### src/rtl/rx_ovf_pkg.sv
package rx_ovf_pkg;

  typedef enum logic {
    TAG_DATA = 1'b0,
    TAG_STAT = 1'b1
  } word_tag_e;

endpackage

### src/rtl/rx_ovf_gate.sv
module rx_ovf_gate #(
  parameter int CNT_W = 5,
  parameter int RSV   = 1
) (
  input  logic             byte_acc,
  input  logic             eof_acc,
  input  logic [CNT_W-1:0] fifo_free,
  output logic             byte_store,
  output logic             byte_drop,
  output logic             stat_room,
  output logic             eof_room
);

  function automatic logic data_fits(input logic [CNT_W-1:0] free);
    return int'(free) > RSV;
  endfunction

  function automatic logic stat_fits(input logic [CNT_W-1:0] free);
    return free != '0;
  endfunction

  always_comb begin
    byte_store = byte_acc &  data_fits(fifo_free);
    byte_drop  = byte_acc & ~data_fits(fifo_free);
    stat_room  = stat_fits(fifo_free);
    eof_room   = eof_acc & stat_fits(fifo_free);
  end

endmodule

### src/rtl/rx_ovf_track.sv
module rx_ovf_track (
  input  logic clk,
  input  logic rst_n,
  input  logic byte_acc,
  input  logic in_sof,
  input  logic byte_drop,
  output logic ovf_lat,
  output logic ovf_irq
);

  logic ovf_base;
  logic first_loss;

  always_comb begin
    ovf_base   = (byte_acc & in_sof) ? 1'b0 : ovf_lat;
    first_loss = byte_drop & ~ovf_base;
  end

  always_ff @(posedge clk) begin
    if (!rst_n) begin
      ovf_lat <= 1'b0;
      ovf_irq <= 1'b0;
    end else begin
      if (byte_acc) ovf_lat <= ovf_base | byte_drop;
      ovf_irq <= first_loss;
    end
  end

endmodule

### src/rtl/rx_ovf_stat.sv
module rx_ovf_stat #(
  parameter int DW = 8
) (
  input  logic          clk,
  input  logic          rst_n,
  input  logic          eof_acc,
  input  logic          stat_room,
  input  logic [DW-1:0] new_word,
  output logic          stat_wr,
  output logic [DW-1:0] stat_word,
  output logic          stat_pend
);

  logic [DW-1:0] held_word;

  always_comb begin
    stat_wr   = (stat_pend | eof_acc) & stat_room;
    stat_word = stat_pend ? held_word : new_word;
  end

  always_ff @(posedge clk) begin
    if (!rst_n) begin
      stat_pend <= 1'b0;
      held_word <= '0;
    end else if (stat_pend) begin
      if (stat_room) stat_pend <= 1'b0;
    end else if (eof_acc && !stat_room) begin
      stat_pend <= 1'b1;
      held_word <= new_word;
    end
  end

endmodule

### src/rtl/rx_ovf_handler.sv
module rx_ovf_handler
  import rx_ovf_pkg::*;
#(
  parameter  int DW    = 8,
  parameter  int DEPTH = 16,
  parameter  int RSV   = 1,
  localparam int CNT_W = $clog2(DEPTH + 1)
) (
  input  logic             clk,
  input  logic             rst_n,
  input  logic             in_valid,
  input  logic             in_sof,
  input  logic             in_eof,
  input  logic [DW-1:0]    in_data,
  input  logic [DW-2:0]    in_stat,
  output logic             in_ready,
  input  logic [CNT_W-1:0] fifo_free,
  output logic             fifo_wr_en,
  output logic [DW:0]      fifo_wr_data,
  output logic             ovf_irq
);

  logic          accept, byte_acc, eof_acc;
  logic          byte_store, byte_drop, stat_room, eof_room;
  logic          ovf_lat, stat_wr, stat_pend;
  logic [DW-1:0] new_word, stat_word;

  assign in_ready = ~stat_pend;
  assign accept   = in_valid & in_ready;
  assign byte_acc = accept & ~in_eof;
  assign eof_acc  = accept &  in_eof;
  assign new_word = {ovf_lat, in_stat};

  rx_ovf_gate #(.CNT_W(CNT_W), .RSV(RSV)) u_gate (
    .byte_acc  (byte_acc),
    .eof_acc   (eof_acc),
    .fifo_free (fifo_free),
    .byte_store(byte_store),
    .byte_drop (byte_drop),
    .stat_room (stat_room),
    .eof_room  (eof_room)
  );

  rx_ovf_track u_track (
    .clk      (clk),
    .rst_n    (rst_n),
    .byte_acc (byte_acc),
    .in_sof   (in_sof),
    .byte_drop(byte_drop),
    .ovf_lat  (ovf_lat),
    .ovf_irq  (ovf_irq)
  );

  rx_ovf_stat #(.DW(DW)) u_stat (
    .clk      (clk),
    .rst_n    (rst_n),
    .eof_acc  (eof_acc),
    .stat_room(stat_room),
    .new_word (new_word),
    .stat_wr  (stat_wr),
    .stat_word(stat_word),
    .stat_pend(stat_pend)
  );

  always_comb begin
    fifo_wr_en   = byte_store | stat_wr;
    fifo_wr_data = stat_wr ? {TAG_STAT, stat_word} : {TAG_DATA, in_data};
  end

endmodule

### config.mk
export PLATFORM = sky130hd
export DESIGN_NAME = rx_ovf_handler
export DESIGN_NICKNAME = d
export VERILOG_FILES = /design/src/rtl/rx_ovf_pkg.sv /design/src/rtl/rx_ovf_gate.sv /design/src/rtl/rx_ovf_track.sv /design/src/rtl/rx_ovf_stat.sv /design/src/rtl/rx_ovf_handler.sv
export SDC_FILE = /design/constraint.sdc
export NUM_CORES = 1
export LEC_CHECK = 0
export BUFFER_PORTS_ARGS = -buffer_cell sky130_fd_sc_hd__buf_4
export CAP_MARGIN = 10
export CORE_UTILIZATION = 42
export DETAILED_ROUTE_END_ITERATION = 7
export MAX_ROUTING_LAYER = met4
export PLACE_DENSITY = 0.81
export SKIP_LAST_GASP = 1
export SYNTH_ARGS = -nofsm -noshare
export SYNTH_HDL_FRONTEND = slang
export SYNTH_SLANG_ARGS = --single-unit
### constraint.sdc
create_clock -name clk -period 1.8 [get_ports clk]
set_clock_uncertainty 0.1 [all_clocks]
set_input_delay 0.36 -clock clk [delete_from_list [all_inputs] [get_ports clk]]
set_output_delay 0.36 -clock clk [all_outputs]
set_load 0.1 [all_outputs]
==> qor.yml, run 1 <==
status: "finished with violations"
violations: "negative setup slack"
fin_ws_ps: -338.2
grt.met2_usage_pct: 43.56
core_area_um2: 1942
antenna_cells: 0
ys.warnings.count: 0
drive_above_1_share_pct: 51.75
switching_share_pct: 37.48
path_delay_family: "simple AND/OR/NAND/NOR gates"
total_power_mw: 0.7986
avgSynthCellArea_um2: 8.198
synth_flop_cell: "dfxtp_1"
place.gp.congestion: 0.7284
grt_max_degree: 20
die_h_um: 47.27
drv_slew: 0
period_minus_slack_ps: 2138
synthArstFlopShare_pct: 0
synth_edf_count: 0
die_w_um: 47.27
syn2layout_area_growth_pct: 71.80
critPathMaxStageDelay_ps: 600
cp_slowest_cell: "or4_4"
fin_cells: 170
htree_levels: 1
syn_area_um2: 860.8
grt_overflow: 0
cts_buffers: 3
finalCritPeriodShare_pct: 118.8
crit_path_cell_trace: "buf_6 -> or4_4 -> a2bb2oi_1 -> a211o_4 -> buf_12"
synthCells: 105
fillers: 129
seq_area_frac_synth_pct: 25.58
drt.antenna.violating_nets: 0
clk_latency_ps: 260
path_depth: 5
drc_errors: 0
fp.dieArea_um2: 2234
worstPathMaxFanout: 6
drtPass1Iterations: 4
met3_usage_pct: 2.692
busiest_layer: "met2"
yosysTopAreaCellShare_pct: 25.58
dp.cells: 165
holdPathStages: 3
met1_usage_pct: 28.83
cp-startpoint: "fifo_free[1]"
nets: 169
r2r_cells: 4
crit_type: "in2out"
worst_pin_slew_ps: 314.8
routed_wl_mm: 2.577
portBuffers: 36
r2r-start: "u_stat.stat_pend"
synth_commonest_cells: "24 x nand2_1, 11 x dfxtp_1"
synth_fp_nets: 130
path_buf_inv: 2
cts.sink_count: 11
yosys.cell_count.top_type: "nand2_1"
p_int_mw: 0.4993
cp-start-kind: "input pin"
relSlewSlack_pct: 79.01
num_rows: 16
grt_usage_pct: 25.30
hold_class: "in2reg"
drtIter0Drc: 13
clk_pin_slew_worst_paths_ps: 60
grt_first_pass_wirelength_mm: 3.857
num_io_pins: 37
clock_path_buffers: 2
power_leakage_nw: 0.5680
rsz0062_at_grt: "true"
synthTopCellsByArea: "dfxtp_1 26%, nand2_1 10%, mux2i_1 9.3%"
min_from: "in_stat[6]"
setup_viol: 10
first_global_vias: 900
cts_tree: "done"
yosysTopAreaCell: "dfxtp_1"
ir_drop_uv: 502.9
setup.worst_path.end_class: "output pin"
dp_hpwl_mm: 1.827
drt-wirelength-per-cell_um: 15.16
cap_violations: 0
ctsHoldBuffers: 0
seq_power_share_pct: 30.7
cp.arrival_ps: 1680
finalHoldViolations: 0
p_clk_share_pct: 20.1
post_cts_buffers: 0
start_util_pct: 44.33
cp.required_ps: 1340
ys_ff_latch: 11
powerDensity_nw_per_um2: 540.0
antenna_found_initial: 0
clockRootBuffer: "clkbuf_4"
max_clock_freq_mhz: 467.7
vias: 946
synth_cell_type_count: 25
p_comb_share_pct: 49.2
p_switching_mw: 0.2993
vias_per_cell: 5.565
-- power groups by stage --
stage / Clock (mW) / Sequential (mW) / Combinational [mW]
floorplan: 0 / 0.251 / 0.246
global placement: 0 / 0.251 / 0.321
detailed placement: 0 / 0.251 / 0.327
CTS: 0.170 / 0.245 / 0.390
global route: 0.190 / 0.245 / 0.407
finish: 0.161 / 0.245 / 0.393
-- metal layers --
layer	wire [um]	up-vias
met5	0	-
met4	17	0
met3	105	4
met2	1412	27
met1	1042	453
li1	-	462
-- worst min-delay path: stages --
cell and delay, ps:
buf_4 120, nand2_1 50, mux2i_1 50
-- registers in the layout, summed over array words and instances, names as in the netlist --
name and flops:
u_stat.held_word 8, u_stat.stat_pend 1, u_track.ovf_irq 1, u_track.ovf_lat 1
-- stage by stage --
stage / hold WS (ps) / worst slack (ps) / utilization, % / TNS [ps] / instance area (um2)
3_3_place_gp: 343.6 / -457.4 / 66.95 / -5807 / 1300
5_1_grt: 249.5 / -364.6 / 76.16 / -3523 / 1479
2_1_floorplan: 335.0 / -379.8 / - / -3386 / 1016
4_1_cts: 252.7 / -339.4 / 76.10 / -3144 / 1478
6_report: 262.3 / -338.2 / 76.16 / -3265 / 1479
3_5_place_dp: 350.5 / -485.0 / 66.95 / -6409 / 1300
-- cells by family after synthesis --
family / count (synthesis) / share of synthesized area [%]
simple gates: 51 / 35.90
flops: 11 / 25.58
mux: 8 / 9.303
buf+inv: 15 / 10.46
compound gates: 20 / 18.75
-- timing repair --
action,CTS,global route
setup endpoints to repair,10,10
cloned,1,0
gates resized for setup,34,1
pin swaps,3,1
-- cells in the final DEF (no fill, tap or decap) --
| cell type | n |
|---|---|
| buf_4 | 33 |
| nand2_1 | 24 |
| buf_12 | 10 |
| dfxtp_1 | 10 |
| nand4b_1 | 8 |
| nor3b_1 | 8 |
| a211o_4 | 8 |
| mux2i_1 | 8 |
| a2bb2oi_2 | 7 |
| clkbuf_4 | 3 |
| or4_4 | 2 |
| nor2_4 | 2 |
| nor4b_1 | 2 |
| buf_6 | 2 |
| a21oi_1 | 1 |
| and3b_2 | 1 |
| a2bb2oi_1 | 1 |
| clkinvlp_4 | 1 |
| o21ai_0 | 1 |
| a21oi_4 | 1 |
| inv_1 | 1 |
| nor2_1 | 1 |
| or3b_2 | 1 |
| nor4bb_1 | 1 |
| o22ai_1 | 1 |
| and2_1 | 1 |
| nor3b_2 | 1 |
| clkbuf_1 | 1 |
| buf_8 | 1 |
| dfxtp_2 | 1 |
-- layout make-up --
type	instances	area (um2)	share of cell area [%]
flip-flops and latches	11	221.5	14.97
multi-input cells	80	700.7	47.38
inverters	2	11.26	0.7614
well taps	27	33.78	2.284
repair buffers	46	485.5	32.83
clock buffers	4	26.28	1.777
-- final timing paths --
check                         to  slack, ps
max              fifo_wr_data[6]       -340
min          u_stat.held_word[6]        260
max reg2reg  u_stat.held_word[7]        360
min reg2reg  u_stat.held_word[3]        360
Power figures use the tool's default switching activity.
==> run 2, diff against run 1 <==
--- a/config.mk
+++ b/config.mk
@@ -7,6 +7,7 @@
 export LEC_CHECK = 0
 export BUFFER_PORTS_ARGS = -buffer_cell sky130_fd_sc_hd__buf_4
 export CAP_MARGIN = 10
+export CORE_ASPECT_RATIO = 0.7
 export CORE_UTILIZATION = 42
 export DETAILED_ROUTE_END_ITERATION = 7
 export MAX_ROUTING_LAYER = met4
==> run 2 against run 1 <==
Against the previous run:
- the flow still finishes with violations (negative setup slack)
- largest power group unchanged
- die area up 0.13%
- critical path type unchanged
- flip-flop and latch count unchanged
- largest cell class unchanged
- maximum frequency down 1.1%
- clock-buffer cell count unchanged
- worst hold slack worse by 10 ps
==> qor.yml, run 2 (synthesized netlist as in run 1, its figures left out) <==
cp.required_ps: 1340
setup_viol: 10
crit_type: "in2out"
clockRootBuffer: "clkbuf_4"
start_util_pct: 45.62
worst_pin_slew_ps: 312.7
core_area_um2: 1887
crit_path_cell_trace: "buf_6 -> or4_4 -> a2bb2oi_2 -> a211o_4 -> buf_12"
syn2layout_area_growth_pct: 71.95
tns_ps: -3300
fin_ws_ps: -361.9
relSlewSlack_pct: 79.11
grt_max_degree: 22
vias: 967
max_flop_register: "u_stat.held_word"
fillers: 128
path_delay_family: "simple AND/OR/NAND/NOR gates"
powerDensity_nw_per_um2: 548.2
routed_wl_mm: 2.796
num_rows: 13
die_w_um: 56.11
drtPass1Iterations: 4
htree_levels: 1
critPathMaxStageDelay_ps: 620
max_clock_freq_mhz: 462.6
rsz0062_at_grt: "true"
clk_pin_slew_worst_paths_ps: 70
status: "finished with violations"
hold_class: "in2reg"
grt_usage_pct: 26.80
antenna_cells: 0
drt.antenna.violating_nets: 0
clock_path_buffers: 2
cp-start-kind: "input pin"
cp.arrival_ps: 1700
finalHoldViolations: 0
setup.worst_path.end_class: "output pin"
post_cts_buffers: 0
violations: "negative setup slack"
portBuffers: 36
nets: 168
drtIter0Drc: 32
ctsHoldBuffers: 0
num_io_pins: 37
period_minus_slack_ps: 2162
clk_latency_ps: 270
cts.sink_count: 11
hold_slack_ps: 251.8
utilization_pct: 78.45
die_h_um: 39.88
grt_overflow: 0
drv_slew: 0
ir_drop_uv: 535.3
drive_above_1_share_pct: 52.11
place.gp.congestion: 0.7977
grt_first_pass_wirelength_mm: 4.284
final_cell_mix: "31 x buf_4, 24 x nand2_1, 11 x buf_12"
largest_reg_flops: 8
path_buf_inv: 2
first_global_vias: 934
antenna_found_initial: 0
dp_hpwl_mm: 1.851
drc_errors: 0
worstPathMaxFanout: 6
cap_violations: 0
power_leakage_nw: 0.5661
final_common_cell: "buf_4"
fp.dieArea_um2: 2237
vias_per_cell: 5.896
cts_tree: "done"
cts_buffers: 3
drt-wirelength-per-cell_um: 17.05
finalCritPeriodShare_pct: 120.1
cp_slowest_cell: "or4_4"
==> run 2: worst min-delay path: stages <==
cell	delay [ps]
buf_4	110
nand2_1	50
mux2i_1	50
==> run 2: power by group <==
part	switching (mW)	total, mW	internal [mW]
Clock	0.0846	0.171	0.0859
Sequential	0.000722	0.245	0.244
Combinational	0.225	0.396	0.171
==> run 2: per-stage QoR <==
stage               setup slack (ps)  cell area [um2]  instances  power (mW)
global placement              -476.5             1286        159      0.5707
detailed placement            -497.6             1286        159      0.5762
CTS                           -352.3             1479        164      0.8109
finish                        -361.9             1480        164      0.8114
global route                  -381.2             1480        164      0.8417
floorplan                     -379.8             1016        105      0.4971
==> run 2: routing by layer <==
layer,vias up,share of wire (%),GRT usage (%)
met5,-,0,-
met4,0,0.75,6.707
met3,2,4.9,7.591
met2,39,52,49.11
met1,468,42,29.92
li1,458,-,-
==> run 2: worst paths after layout <==
| kind | from | end | slack, ps | depth (start not counted) |
|---|---|---|---|---|
| setup / recovery | fifo_free[1] | fifo_wr_data[4] | -360 | 5 |
| hold / removal | in_stat[6] | u_stat.held_word[6] | 250 | 3 |
| setup reg to reg | u_stat.stat_pend | u_stat.held_word[4] | 320 | 4 |
| hold reg to reg | u_stat.held_word[6] | u_stat.held_word[6] | 360 | 2 |
==> run 2: final cells by class <==
cell class | count | area, um2 | share of cell area, %
Inverter | 2 | 11.26 | 0.7608
Tap cell | 22 | 27.53 | 1.860
Sequential cell | 11 | 221.5 | 14.96
Multi-Input combinational cell | 80 | 706.9 | 47.76
Timing Repair Buffer | 45 | 486.7 | 32.88
Clock buffer | 4 | 26.28 | 1.775
==> run 2: repair_timing <==
| action | 4_1_cts | 5_1_grt |
|---|---|---|
| setup endpoints to repair | 10 | 10 |
| gates cloned | 1 | 0 |
| resized for setup | 37 | 2 |
| pin swaps | 5 | 2 |
==> run 3, diff against run 2 <==
--- a/config.mk
+++ b/config.mk
@@ -7,11 +7,12 @@
 export LEC_CHECK = 0
 export BUFFER_PORTS_ARGS = -buffer_cell sky130_fd_sc_hd__buf_4
 export CAP_MARGIN = 10
+export CELL_PAD_IN_SITES_DETAIL_PLACEMENT = 0
+export CELL_PAD_IN_SITES_GLOBAL_PLACEMENT = 1
 export CORE_ASPECT_RATIO = 0.7
-export CORE_UTILIZATION = 42
+export CORE_UTILIZATION = 29
 export DETAILED_ROUTE_END_ITERATION = 7
-export MAX_ROUTING_LAYER = met4
-export PLACE_DENSITY = 0.81
+export PLACE_DENSITY = 0.79
 export SKIP_LAST_GASP = 1
 export SYNTH_ARGS = -nofsm -noshare
 export SYNTH_HDL_FRONTEND = slang
==> run 3 against run 2 <==
Against the previous run:
- the run still ends with negative setup slack left
- setup slack improved by 27 ps
- utilization down 24 points
- sequential share of layout area decreased by 0.42 points
- sequential power barely moved
- maximum frequency rose by 1.3%
- register-to-register slack barely moved
- combinational power about the same
- clock power up 48%
- flip-flop and latch count unchanged
- clock-buffer cell count stayed put
- critical path depth unchanged
==> qor.yml, run 3 (synthesized netlist as in run 1, its figures left out) <==
setup_viol: 10
drt-wirelength-per-cell_um: 14.89
htree_levels: 1
drc_errors: 0
cts_tree: "done"
rrSetupSlack_ps: 320
routed_wl_mm: 2.651
clk_latency_ps: 240
grt_first_pass_wirelength_mm: 3.877
syn2layout_area_growth_pct: 76.89
min_to: "u_stat.held_word[2]"
switching_share_pct: 35.90
antenna_cells: 0
drtIter0Drc: 42
r2r-start: "u_stat.stat_pend"
multi_input_area_um2: 700.7
cp.required_ps: 1340
power_leakage_nw: 0.5769
drv_slew: 0
max_flop_register: "u_stat.held_word"
num_io_pins: 37
die_w_um: 67.12
p_switching_mw: 0.3206
violations: "negative setup slack"
grt.met2_usage_pct: 28.20
drive_above_1_share_pct: 51.41
p_comb_share_pct: 44.2
r2r_cells: 4
hold_class: "in2reg"
worst_pin_slew_ps: 289.7
fillers: 259
seqCellArea_um2: 221.5
clockRootBuffer: "clkbuf_8"
dp.cells: 172
status: "finished with violations"
die_h_um: 47.59
rsz0062_at_grt: "true"
fin_cells: 178
num_rows: 16
portBuffers: 36
setup.worst_path.end_class: "output pin"
vias_per_cell: 5.320
grt_usage_pct: 16.94
final_common_cell: "buf_4"
p_int_mw: 0.5723
largest_reg_flops: 8
drt.antenna.violating_nets: 0
nets: 168
p_clk_share_pct: 28.3
busiest_layer: "met2"
dp_slack_ps: -508.7
first_global_vias: 859
seq_power_share_pct: 27.5
grt_overflow: 0
cp.arrival_ps: 1670
ctsHoldBuffers: 0
hold_slack_ps: 286.9
drtPass1Iterations: 4
ir_drop_uv: 459.5
core_area_um2: 2803
cts_buffers: 3
antenna_found_initial: 0
dp_hpwl_mm: 1.848
period_minus_slack_ps: 2135
grt_max_degree: 29
place.gp.congestion: 0.7995
powerDensity_nw_per_um2: 586.4
holdPathStages: 3
relSlewSlack_pct: 80.69
utilization_pct: 54.33
cp-start-kind: "input pin"
cts.sink_count: 11
fp.dieArea_um2: 3194
clk_pin_slew_worst_paths_ps: 50
vias: 947
finalCritPeriodShare_pct: 118.6
start_util_pct: 30.71
rr_endpoint: "u_track.ovf_lat"
min_from: "in_stat[2]"
final_cell_mix: "30 x buf_4, 24 x nand2_1, 12 x buf_12"
finalHoldViolations: 0
met3_usage_pct: 5.238
fin_ws_ps: -334.6
max_clock_freq_mhz: 468.5
met1_usage_pct: 21.10
worstPathMaxFanout: 6
clock_path_buffers: 2
cap_violations: 0
crit_type: "in2out"
## run 3: area by class of cell
class                      count  share of cell area [%]
multi-input combinational     80                   46.01
inverter                       2                  0.7395
clock buffer                   4                   2.958
timing repair buffer          45                   32.79
tap                           36                   2.958
sequential                    11                   14.54
## run 3: worst max-delay path: stages
cell and delay [ps]:
buf_6 100, or4_4 600, a2bb2oi_1 170, a211o_4 280, buf_12 170
## run 3: metrics by stage
| step | area, um2 | power, mW | TNS, ps |
|---|---|---|---|
| finish | 1523 | 0.8929 | -3211 |
| global route | 1523 | 0.9279 | -3433 |
| CTS | 1521 | 0.9056 | -3349 |
| detailed placement | 1309 | 0.5806 | -5747 |
| global placement | 1309 | 0.5761 | -5458 |
| floorplan | 1016 | 0.4971 | -3386 |
## run 3: worst max-delay path by stage
stage                           from  slack, ps  cells after the start               to
floorplan           u_stat.stat_pend       -380                      4       fifo_wr_en
global placement        fifo_free[2]       -500                      5  fifo_wr_data[0]
detailed placement      fifo_free[2]       -510                      5  fifo_wr_data[1]
CTS                     fifo_free[1]       -340                      6  fifo_wr_data[4]
global route            fifo_free[1]       -360                      5  fifo_wr_data[4]
finish                  fifo_free[1]       -330                      5  fifo_wr_data[6]
## run 3: power by group through the flow
stage,Combinational [mW],Sequential (mW),Clock [mW]
floorplan,0.246,0.251,0
global placement,0.326,0.250,0
detailed placement,0.330,0.251,0
CTS,0.397,0.245,0.263
global route,0.410,0.245,0.272
finish,0.395,0.246,0.253
## run 3: repair_timing
item | 4_1_cts | 5_1_grt
buffers inserted | 1 | 0
cloned | 1 | 0
pin swaps | 10 | 1
gates resized for setup | 36 | 1
hold endpoints to repair | 0 | 0
setup endpoints to repair | 10 | 10
## run 3: metal layers
layer  vias to the layer above  share of wire (%)  wire, um
met5                         -                  0         0
met4                         0                1.1        29
met3                         3                4.9       130
met2                        27                 47      1252
met1                       456                 47      1238
li1                        461                  -         -
